<file path="config.mk">
export PLATFORM = sky130hd
export DESIGN_NAME = wave_timer8
export DESIGN_NICKNAME = d
export VERILOG_FILES = /design/src/rtl/wt_pkg.sv /design/src/rtl/wt_regs.sv /design/src/rtl/wt_counter.sv /design/src/rtl/wt_outcmp.sv /design/src/rtl/wave_timer8.sv
export SDC_FILE = /design/constraint.sdc
export NUM_CORES = 1
export LEC_CHECK = 0
export BUFFER_PORTS_ARGS = -buffer_cell sky130_fd_sc_hd__buf_2
export CAP_MARGIN = 30
export CORE_ASPECT_RATIO = 0.9
export CORE_MARGIN = 2
export CORE_UTILIZATION = 55
export DETAILED_ROUTE_END_ITERATION = 6
export GPL_TIMING_DRIVEN = 1
export PLACE_DENSITY = 0.81
export SYNTH_ARGS = -nofsm -noshare
export SYNTH_HDL_FRONTEND = slang
export SYNTH_SLANG_ARGS = --single-unit
</file>
<file path="constraint.sdc">
create_clock -name clk -period 3.6 [get_ports clk]
set_input_delay 0.9 -clock clk [delete_from_list [all_inputs] [get_ports clk]]
set_output_delay 0.9 -clock clk [all_outputs]
set_load 0.05 [all_outputs]
</file>
<file path="src/rtl/wt_pkg.sv">
package wt_pkg;

  typedef enum logic [1:0] {
    WM_NORMAL = 2'd0,
    WM_RSV1   = 2'd1,
    WM_CTC    = 2'd2,
    WM_RSV3   = 2'd3
  } wave_mode_e;

  typedef enum logic [1:0] {
    PA_NONE   = 2'd0,
    PA_TOGGLE = 2'd1,
    PA_CLEAR  = 2'd2,
    PA_SET    = 2'd3
  } pin_act_e;

  typedef enum logic [1:0] {
    RS_COUNT = 2'd0,
    RS_TOP   = 2'd1,
    RS_CTRL  = 2'd2,
    RS_NONE  = 2'd3
  } reg_sel_e;

  // Pin level after one action event.
  function automatic logic apply_act(pin_act_e act, logic cur);
    case (act)
      PA_TOGGLE: return ~cur;
      PA_CLEAR:  return 1'b0;
      PA_SET:    return 1'b1;
      default:   return cur;
    endcase
  endfunction

  // Force only acts in the non-PWM wave modes.
  function automatic logic force_allowed(wave_mode_e m);
    return (m == WM_NORMAL) || (m == WM_CTC);
  endfunction

endpackage

</file>
<file path="src/rtl/wt_regs.sv">
module wt_regs
  import wt_pkg::*;
#(
  parameter int CNT_W = 8
) (
  input  logic             clk,
  input  logic             rst_n,
  input  logic             wr_en,
  input  logic [1:0]       wr_sel,
  input  logic [CNT_W-1:0] wr_data,
  output logic [CNT_W-1:0] top_q,
  output wave_mode_e       mode_q,
  output pin_act_e         act_q,
  output logic             cnt_wr
);

  logic top_wr;
  logic ctrl_wr;

  assign cnt_wr  = wr_en && (reg_sel_e'(wr_sel) == RS_COUNT);
  assign top_wr  = wr_en && (reg_sel_e'(wr_sel) == RS_TOP);
  assign ctrl_wr = wr_en && (reg_sel_e'(wr_sel) == RS_CTRL);

  always_ff @(posedge clk) begin
    if (!rst_n) begin
      top_q  <= '0;
      mode_q <= WM_NORMAL;
      act_q  <= PA_NONE;
    end else begin
      if (top_wr) top_q <= wr_data;
      if (ctrl_wr) begin
        mode_q <= wave_mode_e'(wr_data[1:0]);
        act_q  <= pin_act_e'(wr_data[3:2]);
      end
    end
  end

endmodule

</file>
<file path="src/rtl/wt_counter.sv">
module wt_counter
  import wt_pkg::*;
#(
  parameter int CNT_W = 8
) (
  input  logic             clk,
  input  logic             rst_n,
  input  logic             tick,
  input  logic             cnt_wr,
  input  logic [CNT_W-1:0] cnt_wdata,
  input  logic [CNT_W-1:0] top,
  input  wave_mode_e       mode,
  output logic [CNT_W-1:0] count,
  output logic             match_ev,
  output logic             ovf_ev
);

  localparam logic [CNT_W-1:0] CNT_MAX = '1;

  // Successor of the counter for one enabled cycle.
  function automatic logic [CNT_W-1:0] next_count(
    logic [CNT_W-1:0] cur, logic [CNT_W-1:0] lim, logic clr_on_match);
    if (clr_on_match && (cur == lim)) return '0;
    return cur + 1'b1;
  endfunction

  logic step;
  assign step     = tick && !cnt_wr;
  assign match_ev = step && (count == top);
  assign ovf_ev   = step && (count == CNT_MAX);

  always_ff @(posedge clk) begin
    if (!rst_n)      count <= '0;
    else if (cnt_wr) count <= cnt_wdata;
    else if (tick)   count <= next_count(count, top, mode == WM_CTC);
  end

endmodule

</file>
<file path="src/rtl/wt_outcmp.sv">
module wt_outcmp
  import wt_pkg::*;
#(
  parameter int N_FLAGS = 2
) (
  input  logic       clk,
  input  logic       rst_n,
  input  logic       match_ev,
  input  logic       ovf_ev,
  input  logic       force_cmp,
  input  wave_mode_e mode,
  input  pin_act_e   act,
  input  logic       ovf_clr,
  input  logic       cmp_clr,
  output logic       pin,
  output logic       ovf_flag,
  output logic       cmp_flag
);

  logic act_ev;
  logic [N_FLAGS-1:0] set_v;
  logic [N_FLAGS-1:0] clr_v;
  logic [N_FLAGS-1:0] flag_q;

  assign act_ev = match_ev || (force_cmp && force_allowed(mode));

  always_ff @(posedge clk) begin
    if (!rst_n)      pin <= 1'b0;
    else if (act_ev) pin <= apply_act(act, pin);
  end

  assign set_v = {match_ev, ovf_ev};
  assign clr_v = {cmp_clr, ovf_clr};

  // Sticky flags: a hardware set beats a clear in the same cycle.
  for (genvar gi = 0; gi < N_FLAGS; gi++) begin : g_flag
    always_ff @(posedge clk) begin
      if (!rst_n)         flag_q[gi] <= 1'b0;
      else if (set_v[gi]) flag_q[gi] <= 1'b1;
      else if (clr_v[gi]) flag_q[gi] <= 1'b0;
    end
  end

  assign ovf_flag = flag_q[0];
  assign cmp_flag = flag_q[1];

endmodule

</file>
<file path="src/rtl/wave_timer8.sv">
module wave_timer8
  import wt_pkg::*;
#(
  parameter int CNT_W = 8
) (
  input  logic             clk,
  input  logic             rst_n,
  input  logic             tick,
  input  logic             wr_en,
  input  logic [1:0]       wr_sel,
  input  logic [CNT_W-1:0] wr_data,
  input  logic             force_cmp,
  input  logic             ovf_clr,
  input  logic             cmp_clr,
  output logic [CNT_W-1:0] count_q,
  output logic             cmp_pin,
  output logic             ovf_flag,
  output logic             cmp_flag
);

  logic [CNT_W-1:0] top_q;
  wave_mode_e       mode_q;
  pin_act_e         act_q;
  logic             cnt_wr;
  logic             match_ev;
  logic             ovf_ev;

  wt_regs #(.CNT_W(CNT_W)) u_regs (
    .clk     (clk),
    .rst_n   (rst_n),
    .wr_en   (wr_en),
    .wr_sel  (wr_sel),
    .wr_data (wr_data),
    .top_q   (top_q),
    .mode_q  (mode_q),
    .act_q   (act_q),
    .cnt_wr  (cnt_wr)
  );

  wt_counter #(.CNT_W(CNT_W)) u_cnt (
    .clk       (clk),
    .rst_n     (rst_n),
    .tick      (tick),
    .cnt_wr    (cnt_wr),
    .cnt_wdata (wr_data),
    .top       (top_q),
    .mode      (mode_q),
    .count     (count_q),
    .match_ev  (match_ev),
    .ovf_ev    (ovf_ev)
  );

  wt_outcmp #(.N_FLAGS(2)) u_out (
    .clk       (clk),
    .rst_n     (rst_n),
    .match_ev  (match_ev),
    .ovf_ev    (ovf_ev),
    .force_cmp (force_cmp),
    .mode      (mode_q),
    .act       (act_q),
    .ovf_clr   (ovf_clr),
    .cmp_clr   (cmp_clr),
    .pin       (cmp_pin),
    .ovf_flag  (ovf_flag),
    .cmp_flag  (cmp_flag)
  );

endmodule

</file>
==> flow_summary_export.csv, run 1 <==
group,metric,value,unit
yosys,synth.yosys.seq_area_share,38.9,%
clock_tree,tritoncts.num_buffers,3,
run_status,status,"finished, final reports clean",
routing,drt_first_pass_iters,4,
timing,rsz0062_at_grt,"false",
timing,hold_viol_final,0,
power,p_comb_share,19.9,%
routing,wirelength,2690,µm
job,maxCapViolCount,0,
floorplan,die-area,2540,µm²
worst_setup_path,cp-start-kind,"register",
worst_setup_path,path_cells,"buf_2",
worst_setup_path,timing.rr.start,"u_cnt.count[2]",
timing,drv_slew,0,
final_layout,antennaDiodeCount,0,
timing,fin_crit,2040,ps
power,p_leak,0.657,nW
final_layout,regArea,460,µm²
worst_hold_path,worstHoldPathType,"register to register",
grt,grt_max_degree,22,
timing,relSlewSlack,56.7,%
place,hpwl,1990,µm
final_layout,synthToLayoutAreaGrowth,14.4,%
worst_hold_path,hold_path_end,"u_out.cmp_flag",
worst_setup_path,critPathRequiredTime,2700,ps
clock_tree,cts_hold_buf,0,
yosys,synth_cells,132,
worst_setup_path,worstRegToRegCells,5,
power,p_int,0.345,mW
worst_setup_path,cpPeakStageDelay,510,ps
timing,finClkSkew,1.79,ps
worst_hold_path,min_path_cells,2,
worst_setup_path,cp_num_buf_inv,1,
floorplan,die_w,52.9,µm
floorplan,row_count,15,
floorplan,ios,28,
clock_tree,cts_htree_levels,1,
yosys,yosysUniqueCellTypes,29,
clock_tree,cts_root_buf,"clkbuf_4",
routing,wl_per_cell,14.7,µm
clock_tree,path_clk_slew,120,ps
final_layout,multi_input_area,681,µm²
grt,track_usage,23.9,%
power,swShare,30.3,%
floorplan,initial_core_util,60.0,%
clock_tree,cts.repair.resized,0,
routing,ant_nets,0,
place,io_buffers,27,
routing,drt_iter0_markers,19,
worst_setup_path,arrival,1140,ps
timing,setup_viol,0,
yosys,yosysWarningCount,0,
final_layout,fill_cells,190,
power,power.density,365,nW/µm²
worst_hold_path,hp-start,"u_out.cmp_flag",
grt,antenna_found_initial,0,
yosys,synth_seq_cells,23,
worst_setup_path,rrSetupSlack,1650,ps
routing,drc,0,
routing,vias_per_cell,5.61,
final_layout,drive_gt1_share,20.9,%
final_layout,final_nets,177,
routing,via_count,1026,
timing,tightest_slew,648,ps
timing,tns,0,ps
worst_setup_path,crit_type,"register to output pin",
final_layout,final_cell_mix,"buf_2 (27), dfxtp_1 (23), a21oi_1 (15)",
power,peakVddDrop,0.000370,V
clock_tree,tritoncts,"yes",
clock_tree,cts.sinks,23,
power,clockPowerShare,23.6,%
power,p_sw,0.150,mW
clock_tree,clk_latency,310,ps
power,p_seq_share,56.5,%
yosys,syn_avg_cell_area,8.96,µm²
final_layout,post-route-util,68.6,%
grt,grt_overflow_total,0,
worst_setup_path,critPathSlowestCell,"dfxtp_1",
floorplan,core-area,1970,µm²
place,gp_congestion,0.793,
grt,grt_pass1_wl,4280,µm
worst_setup_path,rr_endpoint,"u_cnt.count[2]",
worst_setup_path,critPathTopFamily,"flip-flops",
grt,grt_pass1_vias,945,
timing,clock.fmax,490,MHz
worst_setup_path,path_max_fanout,8,
yosys,synthesis.nets,150,
clock_tree,cts_buffer_depth,2,
final_layout,layout_commonest_cell,"buf_2",
worst_setup_path,endpoint_kind,"output pin",
yosys,syn_area,1180,µm²
clock_tree,cts_setup_buffers,0,
floorplan,die_y,48.0,µm
timing,period_share,56.7,%
synth_stat cells:
library cell	count	share of area [%]
mux2i_1	12	10
nand2_1	4	1.3
nor3b_2	1	1.1
clkbuf_1	5	1.6
buf_6	1	0.95
nor2_1	14	4.4
nand4_1	2	1.1
o32ai_1	2	1.5
nand2b_1	3	1.6
and4b_1	1	0.85
o211ai_1	1	0.64
nand3_1	3	1.3
a32oi_1	1	0.74
or3_1	5	2.6
dfxtp_1	23	39
xor2_1	13	9.6
o21ai_1	1	0.42
nor3b_1	8	5.1
nor2b_1	1	0.53
o31a_1	1	0.74
inv_1	3	0.95
nor4_1	2	1.1
o22ai_1	1	0.53
nand3b_1	2	1.3
ha_1	1	1.1
and3_2	1	0.64
xnor2_1	2	1.5
and2_1	3	1.6
a21oi_1	15	6.3
per-layer routing:
metal | part of all wire (%) | global-route usage, %
met1 | 45 | 29.2
met2 | 48 | 42.8
met3 | 5.4 | 5.63
met4 | 0.71 | 6.67
met5 | 0 | 0
power groups by stage:
stage | registers, mW | logic, mW | clock network (mW)
after floorplan | 0.304 | 0.0479 | 0
after global placement | 0.284 | 0.0952 | 0
after detailed placement | 0.284 | 0.0982 | 0
after CTS | 0.279 | 0.0985 | 0.123
after global routing | 0.281 | 0.108 | 0.128
final | 0.279 | 0.0984 | 0.117
layout make-up:
type | instances | share of cell area (%)
timing repair buffer | 28 | 10.5
clock buffer | 4 | 1.94
inverter | 3 | 0.833
tap | 25 | 2.31
sequential | 23 | 34.0
multi-input combinational | 100 | 50.3
worst max-delay path by stage:
stage	start	end	slack [ps]	cells past startpoint
after detailed placement	wr_sel[1]	u_out.ovf_flag	1330	5
final	u_cnt.count[0]	count_q[0]	1560	1
after global placement	wr_sel[1]	u_out.ovf_flag	1370	5
after CTS	u_cnt.count[0]	count_q[0]	1560	1
after floorplan	wr_sel[1]	u_cnt.count[6]	1630	5
after global routing	u_cnt.count[2]	u_cnt.count[2]	1490	5
cells by family (layout without fill, tap and decap cells):
family	after synthesis	in the layout	synth area share (%)
simple gates	50	50	24.3
flops	23	23	38.9
compound gates	22	22	10.9
xor+xnor	15	15	11.1
mux	12	12	10.2
buf+inv	9	35	3.49
fa+ha+maj	1	1	1.06
stage by stage:
| step | area [µm²] | setup slack (ps) | hold slack (ps) | instances | power (mW) |
|---|---|---|---|---|---|
| 2_1_floorplan | 1180 | 1630 | 456 | 132 | 0.351 |
| 6_report | 1350 | 1560 | 525 | 183 | 0.494 |
| 3_3_place_gp | 1330 | 1370 | 482 | 179 | 0.379 |
| 3_5_place_dp | 1330 | 1330 | 501 | 179 | 0.383 |
| 4_1_cts | 1350 | 1560 | 532 | 183 | 0.500 |
| 5_1_grt | 1350 | 1490 | 563 | 183 | 0.517 |
state kept, by name, indices dropped and copies added, names as in the netlist:
name	count
u_out.cmp_flag	1
u_regs.mode_q	2
u_regs.act_q	2
u_cnt.count	8
u_regs.top_q	8
u_out.ovf_flag	1
u_out.pin	1
Power figures use the tool's default switching activity.
==> run 2, diff against run 1 <==
--- a/config.mk
+++ b/config.mk
@@ -9,10 +9,10 @@
 export CAP_MARGIN = 30
 export CORE_ASPECT_RATIO = 0.9
 export CORE_MARGIN = 2
-export CORE_UTILIZATION = 55
+export CORE_UTILIZATION = 52
 export DETAILED_ROUTE_END_ITERATION = 6
 export GPL_TIMING_DRIVEN = 1
-export PLACE_DENSITY = 0.81
+export PLACE_DENSITY = 0.78
 export SYNTH_ARGS = -nofsm -noshare
 export SYNTH_HDL_FRONTEND = slang
 export SYNTH_SLANG_ARGS = --single-unit
==> constraint.sdc (replaced) <==
create_clock -name clk -period 1.9 [get_ports clk]
set_input_delay 0.475 -clock clk [delete_from_list [all_inputs] [get_ports clk]]
set_output_delay 0.475 -clock clk [all_outputs]
set_load 0.05 [all_outputs]
==> flow_summary_export.csv, run 2 (same netlist as run 1, synthesis figures left out) <==
group,metric,value,unit
run_status,status,"finished, final reports clean",
clock_tree,cts_htree_levels,1,
final_layout,reg.largest.list,"u_cnt.count x8, u_regs.top_q x8",
routing,drt_first_pass_iters,4,
final_layout,final_nets,183,
routing,wirelength,2880,µm
power,power.density,684,nW/µm²
final_layout,layout_commonest_cell,"buf_2",
floorplan,die-area,2670,µm²
routing,drc,0,
place,io_buffers,27,
routing,wl_per_cell,15.1,µm
floorplan,row_count,16,
place,gp_congestion,0.857,
clock_tree,tritoncts,"yes",
clock_tree,cts_setup_buffers,0,
timing,period_share,92.5,%
grt,track_usage,24.7,%
timing,rsz0062_at_grt,"false",
final_layout,antennaDiodeCount,0,
timing,fin_crit,1760,ps
grt,grt_overflow_total,0,
final_layout,final_cell_mix,"buf_2 (27), dfxtp_1 (23), a21oi_1 (15)",
floorplan,ios,28,
power,peakVddDrop,0.000663,V
worst_setup_path,crit_type,"register to register",
clock_tree,tritoncts.num_buffers,3,
worst_setup_path,critPathRequiredTime,2160,ps
routing,via_count,1078,
timing,hold_viol_final,0,
job,maxCapViolCount,0,
clock_tree,cts_root_buf,"clkbuf_4",
place,post-place-ws,-2.33,ps
final_layout,synthToLayoutAreaGrowth,20.3,%
timing,layout_setup_ws,143,ps
grt,antenna_found_initial,0,
worst_setup_path,critPathSlowestCell,"dfxtp_1",
worst_setup_path,path_max_fanout,8,
grt,grt_pass1_wl,4800,µm
worst_setup_path,cp-start-kind,"register",
grt,grt_pass1_vias,1032,
routing,ant_nets,0,
routing,drt_iter0_markers,23,
grt,grt_max_degree,14,
clock_tree,path_clk_slew,130,ps
floorplan,die_w,54.3,µm
floorplan,die_y,49.2,µm
worst_setup_path,cpPeakStageDelay,480,ps
final_layout,drive_gt1_share,25.6,%
timing,clock.fmax,569,MHz
power,p_leak,0.693,nW
clock_tree,clk_latency,320,ps
clock_tree,cts_buffer_depth,2,
worst_setup_path,path_cells,"xor2_1, nor4_4, and4b_2, or3_1, a21oi_1",
floorplan,core-area,2160,µm²
timing,tightest_slew,388,ps
routing,vias_per_cell,5.64,
worst_setup_path,endpoint_kind,"register",
worst_hold_path,worstHoldPathType,"primary input to register",
floorplan,initial_core_util,54.7,%
clock_tree,cts.sinks,23,
timing,relSlewSlack,74.1,%
worst_setup_path,arrival,2020,ps
timing,setup_viol,0,
timing,finClkSkew,7.21,ps
final_layout,fin_cells,191,
place,place_inst,187,
place,hpwl,2160,µm
timing,drv_slew,0,
-- run 2: power breakdown --
group	switching, mW	internal, mW
Sequential	0.0190	0.503
Combinational	0.134	0.0834
Clock	0.151	0.0824
-- run 2: what timing repair did --
action                     4_1_cts  5_1_grt
hold buffers                     0        0
gates resized for setup          1        3
setup endpoints to repair        2        6
-- run 2: path summary, 6_finish.rpt --
check	endpoint	slack (ps)	cells after the start	startpoint
max	u_cnt.count[3]	140	5	u_cnt.count[2]
min	u_out.ovf_flag	390	2	rst_n
min reg2reg	u_regs.top_q[7]	530	2	u_regs.top_q[7]
max reg2reg	u_cnt.count[3]	140	5	u_cnt.count[2]
-- run 2: layer usage --
| layer | GRT usage [%] | vias up | routed length [µm] |
|---|---|---|---|
| met4 | 10.4 | 0 | 42 |
| met1 | 31.4 | 507 | 1270 |
| met5 | 0 | - | 0 |
| met3 | 7.67 | 7 | 172 |
| li1 | - | 531 | - |
| met2 | 37.8 | 33 | 1400 |
-- run 2: worst max-delay path, delay by kind of cell (launching register included) --
family,cells,cell delay [ps]
DFF,1,480
and+or+nand+nor,3,790
xor gates and xnor gates,1,300
AOI/OAI and AO/OA,1,130
-- run 2: stage by stage --
| step | utilization, % | hold slack (ps) | total power, mW | area, µm² | TNS (ps) |
|---|---|---|---|---|---|
| final | 65.8 | 390 | 0.973 | 1420 | 0 |
| after global routing | 65.8 | 393 | 1.03 | 1420 | 0 |
| after CTS | 65.0 | 390 | 0.967 | 1410 | 0 |
| after detailed placement | 63.5 | 493 | 0.737 | 1370 | -2.33 |
| after global placement | 63.5 | 495 | 0.728 | 1370 | 0 |
| after floorplan | - | 456 | 0.666 | 1180 | 0 |
-- run 2: cell type report --
type	count	area (µm²)
Tap cell	27	33.8
Timing Repair Buffer	34	188
Clock buffer	4	26.3
Inverter	3	11.3
Sequential cell	23	460
Multi-Input combinational cell	100	703
Fill cell	210	739
